**config.mk**
```make
export PLATFORM = sky130hd
export DESIGN_NAME = mdio_mport_slave
export DESIGN_NICKNAME = d
export VERILOG_FILES = /design/src/rtl/mdio_mps_pkg.sv /design/src/rtl/mdio_mps_sync.sv /design/src/rtl/mdio_mps_fsm.sv /design/src/rtl/mdio_mps_regs.sv /design/src/rtl/mdio_mport_slave.sv
export SDC_FILE = /design/constraint.sdc
export NUM_CORES = 2
export LEC_CHECK = 0
export BUFFER_PORTS_ARGS = -buffer_cell sky130_fd_sc_hd__buf_2
export CAP_MARGIN = 20
export CORE_AREA = 3 3 286 288
export DETAILED_ROUTE_END_ITERATION = 8
export DIE_AREA = 0 0 289 291
export GPL_ROUTABILITY_DRIVEN = 1
export PLACE_DENSITY_LB_ADDON = 0.15
export SETUP_SLACK_MARGIN = 0.1
export SYNTH_ARGS = -nofsm -noshare
export SYNTH_HDL_FRONTEND = slang
export SYNTH_SLANG_ARGS = --single-unit
export TNS_END_PERCENT = 10
```
**constraint.sdc**
```tcl
create_clock -name clk_i -period 3.21 [get_ports clk_i]
set_input_delay 0.4815 -clock clk_i [delete_from_list [all_inputs] [get_ports clk_i]]
set_output_delay 0.4815 -clock clk_i [all_outputs]
set_load 0.005 [all_outputs]
```
**src/rtl/mdio_mps_pkg.sv**
```systemverilog
package mdio_mps_pkg;
  localparam int DATA_W = 16;
  localparam int ADDR_W = 5;

  typedef enum logic [2:0] {
    S_PRE,
    S_ST,
    S_OP,
    S_PHY,
    S_REG,
    S_TA,
    S_DATA
  } mps_state_e;
endpackage

```
**src/rtl/mdio_mps_sync.sv**
```systemverilog
module mdio_mps_sync #(
  parameter int STAGES = 2
) (
  input  logic clk_i,
  input  logic rst_ni,
  input  logic mdc_i,
  input  logic mdio_i,
  output logic rise_o,
  output logic bit_o
);
  logic [STAGES-1:0] mdc_sh_q;
  logic [STAGES-1:0] dat_sh_q;
  logic              mdc_last_q;

  always_ff @(posedge clk_i or negedge rst_ni) begin
    if (!rst_ni) begin
      mdc_sh_q   <= '0;
      dat_sh_q   <= '1;
      mdc_last_q <= 1'b0;
    end else begin
      mdc_sh_q   <= {mdc_sh_q[STAGES-2:0], mdc_i};
      dat_sh_q   <= {dat_sh_q[STAGES-2:0], mdio_i};
      mdc_last_q <= mdc_sh_q[STAGES-1];
    end
  end

  assign rise_o = mdc_sh_q[STAGES-1] & ~mdc_last_q;
  assign bit_o  = dat_sh_q[STAGES-1];
endmodule

```
**src/rtl/mdio_mps_fsm.sv**
```systemverilog
module mdio_mps_fsm
  import mdio_mps_pkg::*;
#(
  parameter int NUM_PORTS = 8,
  parameter int PRE_LEN   = 32,
  localparam int PW  = $clog2(NUM_PORTS),
  localparam int PCW = $clog2(PRE_LEN + 1)
) (
  input  logic              clk_i,
  input  logic              rst_ni,
  input  logic              rise_i,
  input  logic              bit_i,
  input  logic              dis_i,
  input  logic [ADDR_W-1:0] base_i,
  input  logic [DATA_W-1:0] rd_data_i,
  output logic [PW-1:0]     port_o,
  output logic [ADDR_W-1:0] reg_o,
  output logic              wr_en_o,
  output logic [DATA_W-1:0] wr_data_o,
  output logic              mdio_o,
  output logic              mdio_oe_o
);
  mps_state_e        state_q;
  logic [PCW-1:0]    pre_cnt_q;
  logic [3:0]        bit_cnt_q;
  logic              op_hi_q;
  logic              is_rd_q;
  logic              hit_q;
  logic [ADDR_W-1:0] phy_q;
  logic [ADDR_W-1:0] reg_q;
  logic [PW-1:0]     port_q;
  logic [DATA_W-1:0] shift_q;
  logic [DATA_W-1:0] wr_data_q;
  logic              wr_en_q;
  logic              oe_q;

  // offset of the frame address from the base, wraps modulo 32
  logic [ADDR_W-1:0] diff;
  logic              hit_c;
  assign diff  = phy_q - base_i;
  assign hit_c = int'(diff) < NUM_PORTS;

  always_ff @(posedge clk_i or negedge rst_ni) begin
    if (!rst_ni) begin
      state_q   <= S_PRE;
      pre_cnt_q <= '0;
      bit_cnt_q <= '0;
      op_hi_q   <= 1'b0;
      is_rd_q   <= 1'b0;
      hit_q     <= 1'b0;
      phy_q     <= '0;
      reg_q     <= '0;
      port_q    <= '0;
      shift_q   <= '0;
      wr_data_q <= '0;
      wr_en_q   <= 1'b0;
      oe_q      <= 1'b0;
    end else begin
      wr_en_q <= 1'b0;
      if (dis_i) begin
        state_q   <= S_PRE;
        pre_cnt_q <= '0;
        bit_cnt_q <= '0;
        hit_q     <= 1'b0;
        oe_q      <= 1'b0;
      end else if (rise_i) begin
        unique case (state_q)
          S_PRE: begin
            if (bit_i) begin
              if (pre_cnt_q != PCW'(PRE_LEN)) pre_cnt_q <= pre_cnt_q + 1'b1;
            end else if (pre_cnt_q == PCW'(PRE_LEN)) begin
              state_q   <= S_ST;
              pre_cnt_q <= '0;
            end else begin
              pre_cnt_q <= '0;
            end
          end
          S_ST: begin
            bit_cnt_q <= '0;
            state_q   <= bit_i ? S_OP : S_PRE;
          end
          S_OP: begin
            if (bit_cnt_q == 4'd0) begin
              op_hi_q   <= bit_i;
              bit_cnt_q <= 4'd1;
            end else begin
              bit_cnt_q <= '0;
              if (op_hi_q != bit_i) begin
                is_rd_q <= op_hi_q;
                state_q <= S_PHY;
              end else begin
                state_q <= S_PRE;
              end
            end
          end
          S_PHY: begin
            phy_q <= {phy_q[ADDR_W-2:0], bit_i};
            if (bit_cnt_q == 4'(ADDR_W - 1)) begin
              bit_cnt_q <= '0;
              state_q   <= S_REG;
            end else begin
              bit_cnt_q <= bit_cnt_q + 1'b1;
            end
          end
          S_REG: begin
            reg_q <= {reg_q[ADDR_W-2:0], bit_i};
            if (bit_cnt_q == 4'(ADDR_W - 1)) begin
              bit_cnt_q <= '0;
              state_q   <= S_TA;
              hit_q     <= hit_c;
              port_q    <= diff[PW-1:0];
            end else begin
              bit_cnt_q <= bit_cnt_q + 1'b1;
            end
          end
          S_TA: begin
            if (bit_cnt_q == 4'd0) begin
              bit_cnt_q <= 4'd1;
              shift_q   <= rd_data_i;
              if (is_rd_q && hit_q) oe_q <= 1'b1;
            end else begin
              bit_cnt_q <= '0;
              state_q   <= S_DATA;
            end
          end
          S_DATA: begin
            shift_q <= {shift_q[DATA_W-2:0], bit_i};
            if (bit_cnt_q == 4'(DATA_W - 1)) begin
              state_q   <= S_PRE;
              bit_cnt_q <= '0;
              pre_cnt_q <= '0;
              oe_q      <= 1'b0;
              if (!is_rd_q && hit_q) begin
                wr_en_q   <= 1'b1;
                wr_data_q <= {shift_q[DATA_W-2:0], bit_i};
              end
            end else begin
              bit_cnt_q <= bit_cnt_q + 1'b1;
            end
          end
          default: state_q <= S_PRE;
        endcase
      end
    end
  end

  assign port_o    = port_q;
  assign reg_o     = reg_q;
  assign wr_en_o   = wr_en_q;
  assign wr_data_o = wr_data_q;
  assign mdio_o    = (state_q == S_DATA) ? shift_q[DATA_W-1] : 1'b0;
  assign mdio_oe_o = oe_q;

  a_r7_dis_releases: assert property (@(posedge clk_i) disable iff (!rst_ni)
    dis_i |=> !oe_q);
  a_r4_oe_in_reply: assert property (@(posedge clk_i) disable iff (!rst_ni)
    oe_q |-> (state_q == S_TA || state_q == S_DATA));
  a_r4_ta_zero: assert property (@(posedge clk_i) disable iff (!rst_ni)
    (oe_q && state_q == S_TA) |-> !mdio_o);
  a_r4_oe_on_edge: assert property (@(posedge clk_i) disable iff (!rst_ni)
    $rose(oe_q) |-> $past(rise_i));
  a_r6_drive_needs_hit: assert property (@(posedge clk_i) disable iff (!rst_ni)
    oe_q |-> (hit_q && is_rd_q));
  a_r1_full_preamble: assert property (@(posedge clk_i) disable iff (!rst_ni)
    (state_q == S_ST && $past(state_q) == S_PRE) |-> $past(pre_cnt_q) == PCW'(PRE_LEN));
  a_r5_store_on_hit: assert property (@(posedge clk_i) disable iff (!rst_ni)
    wr_en_q |-> $past(hit_q && !is_rd_q));
endmodule

```
**src/rtl/mdio_mps_regs.sv**
```systemverilog
module mdio_mps_regs
  import mdio_mps_pkg::*;
#(
  parameter int NUM_PORTS = 8,
  parameter int NUM_REGS  = 4,
  localparam int PW   = $clog2(NUM_PORTS),
  localparam int NENT = NUM_PORTS * NUM_REGS
) (
  input  logic              clk_i,
  input  logic              rst_ni,
  input  logic              m_we_i,
  input  logic [PW-1:0]     m_port_i,
  input  logic [ADDR_W-1:0] m_addr_i,
  input  logic [DATA_W-1:0] m_wdata_i,
  output logic [DATA_W-1:0] m_rdata_o,
  input  logic              l_we_i,
  input  logic [PW-1:0]     l_port_i,
  input  logic [ADDR_W-1:0] l_addr_i,
  input  logic [DATA_W-1:0] l_wdata_i,
  output logic [DATA_W-1:0] l_rdata_o
);
  logic [NENT-1:0][DATA_W-1:0] mem_q;

  for (genvar p = 0; p < NUM_PORTS; p++) begin : g_port
    for (genvar r = 0; r < NUM_REGS; r++) begin : g_reg
      logic sel_m, sel_l;
      assign sel_m = m_we_i && (m_port_i == PW'(p)) && (m_addr_i == ADDR_W'(r));
      assign sel_l = l_we_i && (l_port_i == PW'(p)) && (l_addr_i == ADDR_W'(r));
      // bus write wins over a local write to the same entry
      always_ff @(posedge clk_i or negedge rst_ni) begin
        if (!rst_ni)    mem_q[p*NUM_REGS+r] <= '0;
        else if (sel_m) mem_q[p*NUM_REGS+r] <= m_wdata_i;
        else if (sel_l) mem_q[p*NUM_REGS+r] <= l_wdata_i;
      end
    end
  end

  function automatic logic [DATA_W-1:0] pick(input logic [PW-1:0] p,
                                             input logic [ADDR_W-1:0] a);
    if (int'(a) < NUM_REGS) return mem_q[int'(p)*NUM_REGS + int'(a)];
    return '0;
  endfunction

  assign m_rdata_o = pick(m_port_i, m_addr_i);
  assign l_rdata_o = pick(l_port_i, l_addr_i);

  a_r9_unimpl_noop: assert property (@(posedge clk_i) disable iff (!rst_ni)
    (l_we_i && int'(l_addr_i) >= NUM_REGS && !m_we_i) |=> $stable(mem_q));
  a_r9_bus_unimpl_noop: assert property (@(posedge clk_i) disable iff (!rst_ni)
    (m_we_i && int'(m_addr_i) >= NUM_REGS && !l_we_i) |=> $stable(mem_q));
endmodule

```
**src/rtl/mdio_mport_slave.sv**
```systemverilog
module mdio_mport_slave
  import mdio_mps_pkg::*;
#(
  parameter int NUM_PORTS   = 8,
  parameter int NUM_REGS    = 4,
  parameter int PRE_LEN     = 32,
  parameter int SYNC_STAGES = 2,
  localparam int PW = $clog2(NUM_PORTS)
) (
  input  logic              clk_i,
  input  logic              rst_ni,
  input  logic              mdc_i,
  input  logic              mdio_i,
  output logic              mdio_o,
  output logic              mdio_oe_o,
  input  logic              mgmt_dis_i,
  input  logic              strap_lite_i,
  input  logic [ADDR_W-1:0] base_addr_i,
  input  logic              loc_we_i,
  input  logic [PW-1:0]     loc_port_i,
  input  logic [ADDR_W-1:0] loc_addr_i,
  input  logic [DATA_W-1:0] loc_wdata_i,
  output logic [DATA_W-1:0] loc_rdata_o
);
  logic              rise, sbit, wr_en, oe;
  logic [ADDR_W-1:0] base_eff, reg_a;
  logic [PW-1:0]     port_a;
  logic [DATA_W-1:0] rd_data, wr_data;

  assign base_eff = strap_lite_i ? {base_addr_i[ADDR_W-1:3], 3'b000} : base_addr_i;

  mdio_mps_sync #(.STAGES(SYNC_STAGES)) u_sync (
    .clk_i, .rst_ni, .mdc_i, .mdio_i, .rise_o(rise), .bit_o(sbit)
  );

  mdio_mps_fsm #(.NUM_PORTS(NUM_PORTS), .PRE_LEN(PRE_LEN)) u_fsm (
    .clk_i, .rst_ni,
    .rise_i(rise), .bit_i(sbit), .dis_i(mgmt_dis_i), .base_i(base_eff),
    .rd_data_i(rd_data), .port_o(port_a), .reg_o(reg_a),
    .wr_en_o(wr_en), .wr_data_o(wr_data),
    .mdio_o(mdio_o), .mdio_oe_o(oe)
  );

  mdio_mps_regs #(.NUM_PORTS(NUM_PORTS), .NUM_REGS(NUM_REGS)) u_regs (
    .clk_i, .rst_ni,
    .m_we_i(wr_en), .m_port_i(port_a), .m_addr_i(reg_a),
    .m_wdata_i(wr_data), .m_rdata_o(rd_data),
    .l_we_i(loc_we_i), .l_port_i(loc_port_i), .l_addr_i(loc_addr_i),
    .l_wdata_i(loc_wdata_i), .l_rdata_o(loc_rdata_o)
  );

  assign mdio_oe_o = oe & ~mgmt_dis_i;
endmodule

```
After elaboration in Yosys (flattened, before gate mapping) --
Index checks and enable logic that the tools add are counted.
Cells by class: add/sub/neg operators 5, magnitude comparators 5, equal/unequal tests 42, multiplexer cells 119, bitwise logic cells 5, reduce and logical (&&, ||, !) cells 142
Operator list (number):
- 16-bit two-way mux | 73
- 16-bit binary-select mux with 5-bit select | 2
- 1-bit logical AND | 82
- 2-bit nonzero test | 36
- 32-bit by 7-bit less-than comparator with 1-bit output (second input constant) | 2
- 3-bit == test (second input constant) | 11
- 16-bit case mux with 2 select lines | 1
- 3-bit two-way mux | 10
- 6-bit two-way mux | 5
- 3-bit case mux with 7 select lines | 1
- 5-bit by 2-bit == test with 1-bit output (second input constant) | 4
- 3-bit by 2-bit == test with 1-bit output (second input constant) | 6
- 1-bit two-way mux | 18
- 3-bit by 2-bit inequality test with 1-bit output (second input constant) | 6
- 4-bit two-way mux | 4
- 4-bit case mux with 4 select lines | 1
- 4-bit AND reduction | 4
- 5-bit AND reduction | 3
- 5-bit by 5-bit adder with 6-bit output | 2
- 6-bit case mux with 2 select lines | 1
- 5-bit by 1-bit == test with 1-bit output (second input constant) | 2
- 5-bit logical NOT | 2
- 5-bit by 3-bit less-than comparator with 1-bit output (second input constant) | 2
- 3-bit by 1-bit == test with 1-bit output (second input constant) | 3
- other kinds (25) | 37
Word-level totals: register bits after elaboration 580, bits of input ports 36, output and inout port bits 18, logic and storage cells 366

Longest topological paths before layout --
word-level depth 8, gate-level depth with buffers 10, gate-level depth less buffers 8

Modules after synthesis --
A second synthesis with hierarchy kept.
Unflattened totals: cells, all modules 3304, area total of the unflattened synthesis 36214.7 um^2
Modules (own cells, without submodules):
- mdio_mps_regs | instances 1, cells an instance 2982, area an instance 32697.6 um^2, sequential area each 12812.3 um^2
- mdio_mps_fsm | instances 1, cells an instance 312, area an instance 3348.2 um^2, sequential area each 1576.5 um^2
- mdio_mps_sync | instances 1, cells an instance 6, area an instance 141.4 um^2, sequential area each 127.6 um^2
- mdio_mport_slave | instances 1, cells an instance 4, area an instance 27.5 um^2, sequential area each 0.0 um^2

Worst setup path after synthesis --
Ideal clock, no wire load.
kind input -> output, start input loc_addr_i[1], end output loc_rdata_o[3], arrival time 2.304 ns, required time 2.728 ns, slack 0.424 ns, cell stages on the path 7, path buffers 3, path through clkbuf_1 -> clkbuf_1 -> buf_1 -> mux4_2 -> mux4_2 -> inv_1 -> o22ai_1
On the way: word-level cells in the longest chain between the ends 6, elaborated cells on any way between the ends 8, those cells by class add/sub: 1; order compare: 1; mux: 6
RTL lines:
- start: declaration | line mdio_mport_slave.sv:21 | input logic [ADDR_W-1:0] loc_addr_i,
- 5-bit by 5-bit adder with 6-bit output | line mdio_mps_regs.sv:40 | if (int'(a) < NUM_REGS) return mem_q[int'(p)*NUM_REGS + int'(a)];
- 16-bit binary-select mux with 5-bit select | line mdio_mps_regs.sv:40
- 16-bit two-way mux (not written as such) (2 in series) | line mdio_mps_regs.sv:40
- 16-bit two-way mux | line mdio_mps_regs.sv:40
- 16-bit two-way mux * | line mdio_mps_regs.sv:41 | return '0;
- end: declaration | line mdio_mport_slave.sv:23 | output logic [DATA_W-1:0] loc_rdata_o
Mark *: on every way between the ends. The rest lies on a longest branch, timed or not. The select of a mux whose other input is x is not followed.

Worst setup path after layout --
start input loc_port_i[0], end output loc_rdata_o[13]
On the way: word-level cells in the longest chain between the ends 6
RTL lines:
- start: declaration | line mdio_mport_slave.sv:20 | input logic [PW-1:0] loc_port_i,
- 5-bit by 5-bit adder with 6-bit output | line mdio_mps_regs.sv:40
- 16-bit binary-select mux with 5-bit select | line mdio_mps_regs.sv:40
- 16-bit two-way mux (not written as such) (2 in series) | line mdio_mps_regs.sv:40
- 16-bit two-way mux | line mdio_mps_regs.sv:40
- 16-bit two-way mux | line mdio_mps_regs.sv:41
Every way passes these cells. The select of a mux whose other input is x is not followed.

==> flow_metrics.py <==
metrics = {
    "floorplan": {
        "ios": 54,
        "rows": 103,
        "die_width_um": 289,
        "fp.coreArea_um2": 79100,
        "die_h_um": 291,
        "die-area_um2": 84100,
        "initial_core_util_pct": 45.2,
    },
    "critical_path": {
        "critPathMaxStageDelay_ns": 0.55,
        "critical_path.startpoint": "loc_port_i[0]",
        "end_kind": "output port",
        "r2r_start": "u_fsm.reg_o[2]",
        "r2r_setup_slack_ns": 0.16,
        "crit_end": "loc_rdata_o[13]",
        "critPathMaxFanout": 26,
        "cpLargestDelayFamily": "buffers and inverters",
        "crit_type": "in -> out",
        "cp.arrival_ns": 2.63,
        "worstPathCellList": "buf_2, ha_4, inv_1, fa_2, buf_12, mux4_2, inv_1, o22ai_1, buf_2",
        "rr_worst_depth": 7,
        "slowest_stage": "fa_2",
        "cp_num_cells": 9,
        "worstPathRequired_ns": 2.73,
        "critPathBufInv": 5,
        "crit_path_start_kind": "input port",
        "reg2reg_to": "u_fsm.shift_q[11]",
    },
    "synth": {
        "avgSynthCellArea_um2": 10.7,
        "synth_cells": 3337,
        "synth_edf_count": 0,
        "synth.distinct_cells": 77,
        "ys.warnings.count": 0,
        "ys_ff_latch": 580,
        "synthArstFlopShare_pct": 100,
        "synth_fp_nets": 3387,
        "ys.flop_type": "dfrtp_1",
        "synthesis.area_um2": 35800,
        "yosysSeqAreaShare_pct": 40.6,
    },
    "pwr": {
        "p_leak_nw": 16.0,
        "ir_worst_vdd_mv": 0.348,
        "power_density_nw_per_um2": 444,
    },
    "layout": {
        "fin_util_pct": 50.7,
        "drive_above_1_share_pct": 20.9,
        "syn_to_final_growth_pct": 12.2,
        "fin_cells": 4395,
        "n_fill_cell": 6931,
        "nets": 3339,
    },
    "drt": {
        "drt_pre_antenna_iters": 6,
        "drt-total-wl_um": 129000,
        "vias_per_cell": 6.46,
        "num_vias": 28400,
        "ant_nets": 0,
        "drt_iter0_markers": 3061,
        "drc_errors": 0,
        "wire_per_inst_um": 29.3,
    },
    "cts": {
        "ctsLongestPathBuffers": 3,
        "clk_latency_ns": 0.62,
        "cts_root_buf": "clkbuf_16",
        "cts_tree": "built",
        "clock-sinks": 580,
        "cts_setup_buffers": 0,
        "htree_levels": 3,
        "cts_buffers": 68,
        "clk_pin_slew_ns": 0.05,
    },
    "timing": {
        "clock_skew_ns": 0.0251,
        "rsz0062_at_grt": "yes",
        "post-route-min-period_ns": 3.12,
        "relSlewSlack_pct": 45.3,
        "fin_tns_setup_ns": 0,
        "hold_violations": 0,
        "tightest_slew_ns": 0.821,
        "fin_crit_sh_pct": 97.1,
        "drv_slew": 0,
        "setup_viol": 0,
        "fmax_mhz": 321,
    },
    "place": {
        "dp_hpwl_um": 80500,
        "gp_congestion": 0.901,
        "place_inst": 4261,
        "io_buffers": 53,
    },
    "worst_hold_path": {
        "hold_path.class": "in -> reg",
        "holdPathStages": 2,
    },
    "grt": {
        "grt_pass1_wl_um": 190000,
        "grt_overflow_total": 0,
        "grt.total_usage_pct": 30.6,
        "grt_pass1_vias": 28200,
        "grt_antenna_before_repair": 5,
        "grt_max_degree": 87,
    },
    "job": {
        "maxCapViolCount": 0,
    },
    "status": {
        "outcome": "completed",
    },
}
==> repair_timing <==
action / in CTS / in global routing
setup endpoints to repair: 6 / 7
resized for setup: 1 / 1
hold buffers: 3 / 0
endpoints found under the hold margin: 65 / 0
==> placed cells by master, fill, tap and decap left out, types with 29 or more instances in the layout <==
master and instances:
buf_2 50, nand2_1 450, mux2_2 29, o21ai_1 39, buf_4 136, inv_1 51
clkbuf_16 72, nor2_1 172, dfrtp_1 576, mux2i_1 540, buf_12 31, mux4_2 277
a21oi_1 157, o21ai_0 379
==> how the worst min path moves through the flow <==
stage,endpoint,from,slack (ns)
6_report,u_fsm.state_q[0],mgmt_dis_i,0.28
3_5_place_dp,u_sync.mdc_sh_q[1],u_sync.mdc_sh_q[0],0.34
2_1_floorplan,u_fsm.bit_cnt_q[0],rst_ni,0.19
3_3_place_gp,u_sync.mdc_sh_q[1],u_sync.mdc_sh_q[0],0.34
4_1_cts,u_fsm.state_q[0],mgmt_dis_i,0.26
5_1_grt,u_fsm.mdio_oe_o,mgmt_dis_i,0.29
==> cell families (layout without fill, tap and decap cells) <==
family / Yosys count / in the layout / synth area share, %
DFF: 580 / 580 / 40.6
other: 0 / 2 / 0
xor gates and xnor gates: 8 / 8 / 0.238
and+or+nand+nor: 792 / 792 / 9.60
buffers and inverters: 403 / 409 / 4.87
adders and majority gates: 14 / 14 / 0.553
AOI/OAI and AO/OA: 694 / 694 / 10.7
muxes: 846 / 846 / 33.5
==> registers in the layout, summed over array words and instances (netlist names), 4 cells and up <==
name,count
u_fsm.pre_cnt_q,6
u_fsm.wr_data_o,16
u_fsm.shift_q,16
u_fsm.bit_cnt_q,4
u_regs.mem_q,512
u_fsm.reg_o,5
u_fsm.phy_q,5
==> layout make-up <==
| type | count | area [µm²] | area share, % |
|---|---|---|---|
| diodes | 2 | 5.00 | 0.0125 |
| clock buffers | 103 | 2070 | 5.15 |
| clock inverters | 21 | 267 | 0.664 |
| inverters | 52 | 195 | 0.486 |
| multi-input cells | 2354 | 19600 | 48.9 |
| flip-flops and latches | 580 | 14500 | 36.2 |
| well taps | 1050 | 1310 | 3.27 |
| repair buffers | 233 | 2130 | 5.30 |
==> report_power, final <==
part	switching, W	internal, W
Sequential	0.000282	0.00763
Clock	0.00330	0.00487
Combinational	0.000931	0.000814
Total	0.00452	0.0133
==> synthesized netlist by cell type (all sizes together) (4+ instances only) <==
| master | n | area [µm²] |
|---|---|---|
| a31oi | 4 | 25.0 |
| a22oi | 10 | 75.1 |
| nand2b | 17 | 106 |
| a21o | 4 | 30.0 |
| nor2b | 18 | 113 |
| nor2 | 199 | 787 |
| a21oi | 158 | 791 |
| dfrtp | 578 | 14500 |
| ha | 11 | 138 |
| a221oi | 6 | 52.6 |
| a22o | 13 | 114 |
| and3b | 7 | 61.3 |
| clkbuf | 205 | 769 |
| mux2 | 29 | 327 |
| nand4 | 5 | 31.3 |
| o22ai | 24 | 150 |
| and2 | 10 | 62.6 |
| inv | 52 | 195 |
| nand3b | 4 | 33.8 |
| nand3 | 22 | 110 |
| nor3b | 7 | 52.6 |
| xor2 | 4 | 35.0 |
| buf | 146 | 778 |
| and3 | 10 | 62.6 |
| o21ai | 418 | 2090 |
| nand2 | 450 | 1690 |
| a21boi | 4 | 30.0 |
| or3 | 8 | 55.1 |
| a311oi | 5 | 43.8 |
| mux2i | 540 | 5410 |
| a211oi | 13 | 97.6 |
| o31a | 5 | 43.8 |
| mux4 | 277 | 6240 |
| nor3 | 23 | 165 |
==> per-stage QoR <==
stage | cell area (µm²) | hold WS [ns] | power [W] | setup WS, ns
floorplan | 35800 | 0.186 | 0.00901 | 0.424
global placement | 37600 | 0.344 | 0.00970 | 0.0582
detailed placement | 37700 | 0.343 | 0.00976 | -0.00875
CTS | 40000 | 0.256 | 0.0179 | 0.0886
global route | 40100 | 0.288 | 0.0184 | 0.0790
finish | 40100 | 0.283 | 0.0178 | 0.0946
==> metal layers <==
metal	vias up	GRT usage (%)	part of all wire, %
met1	14400	43.0	41
met5	-	0	0.010
met4	2	12.1	4.4
li1	12000	-	-
met2	1559	46.3	45
met3	335	6.62	9.2
(Power assumes the default switching activity.)
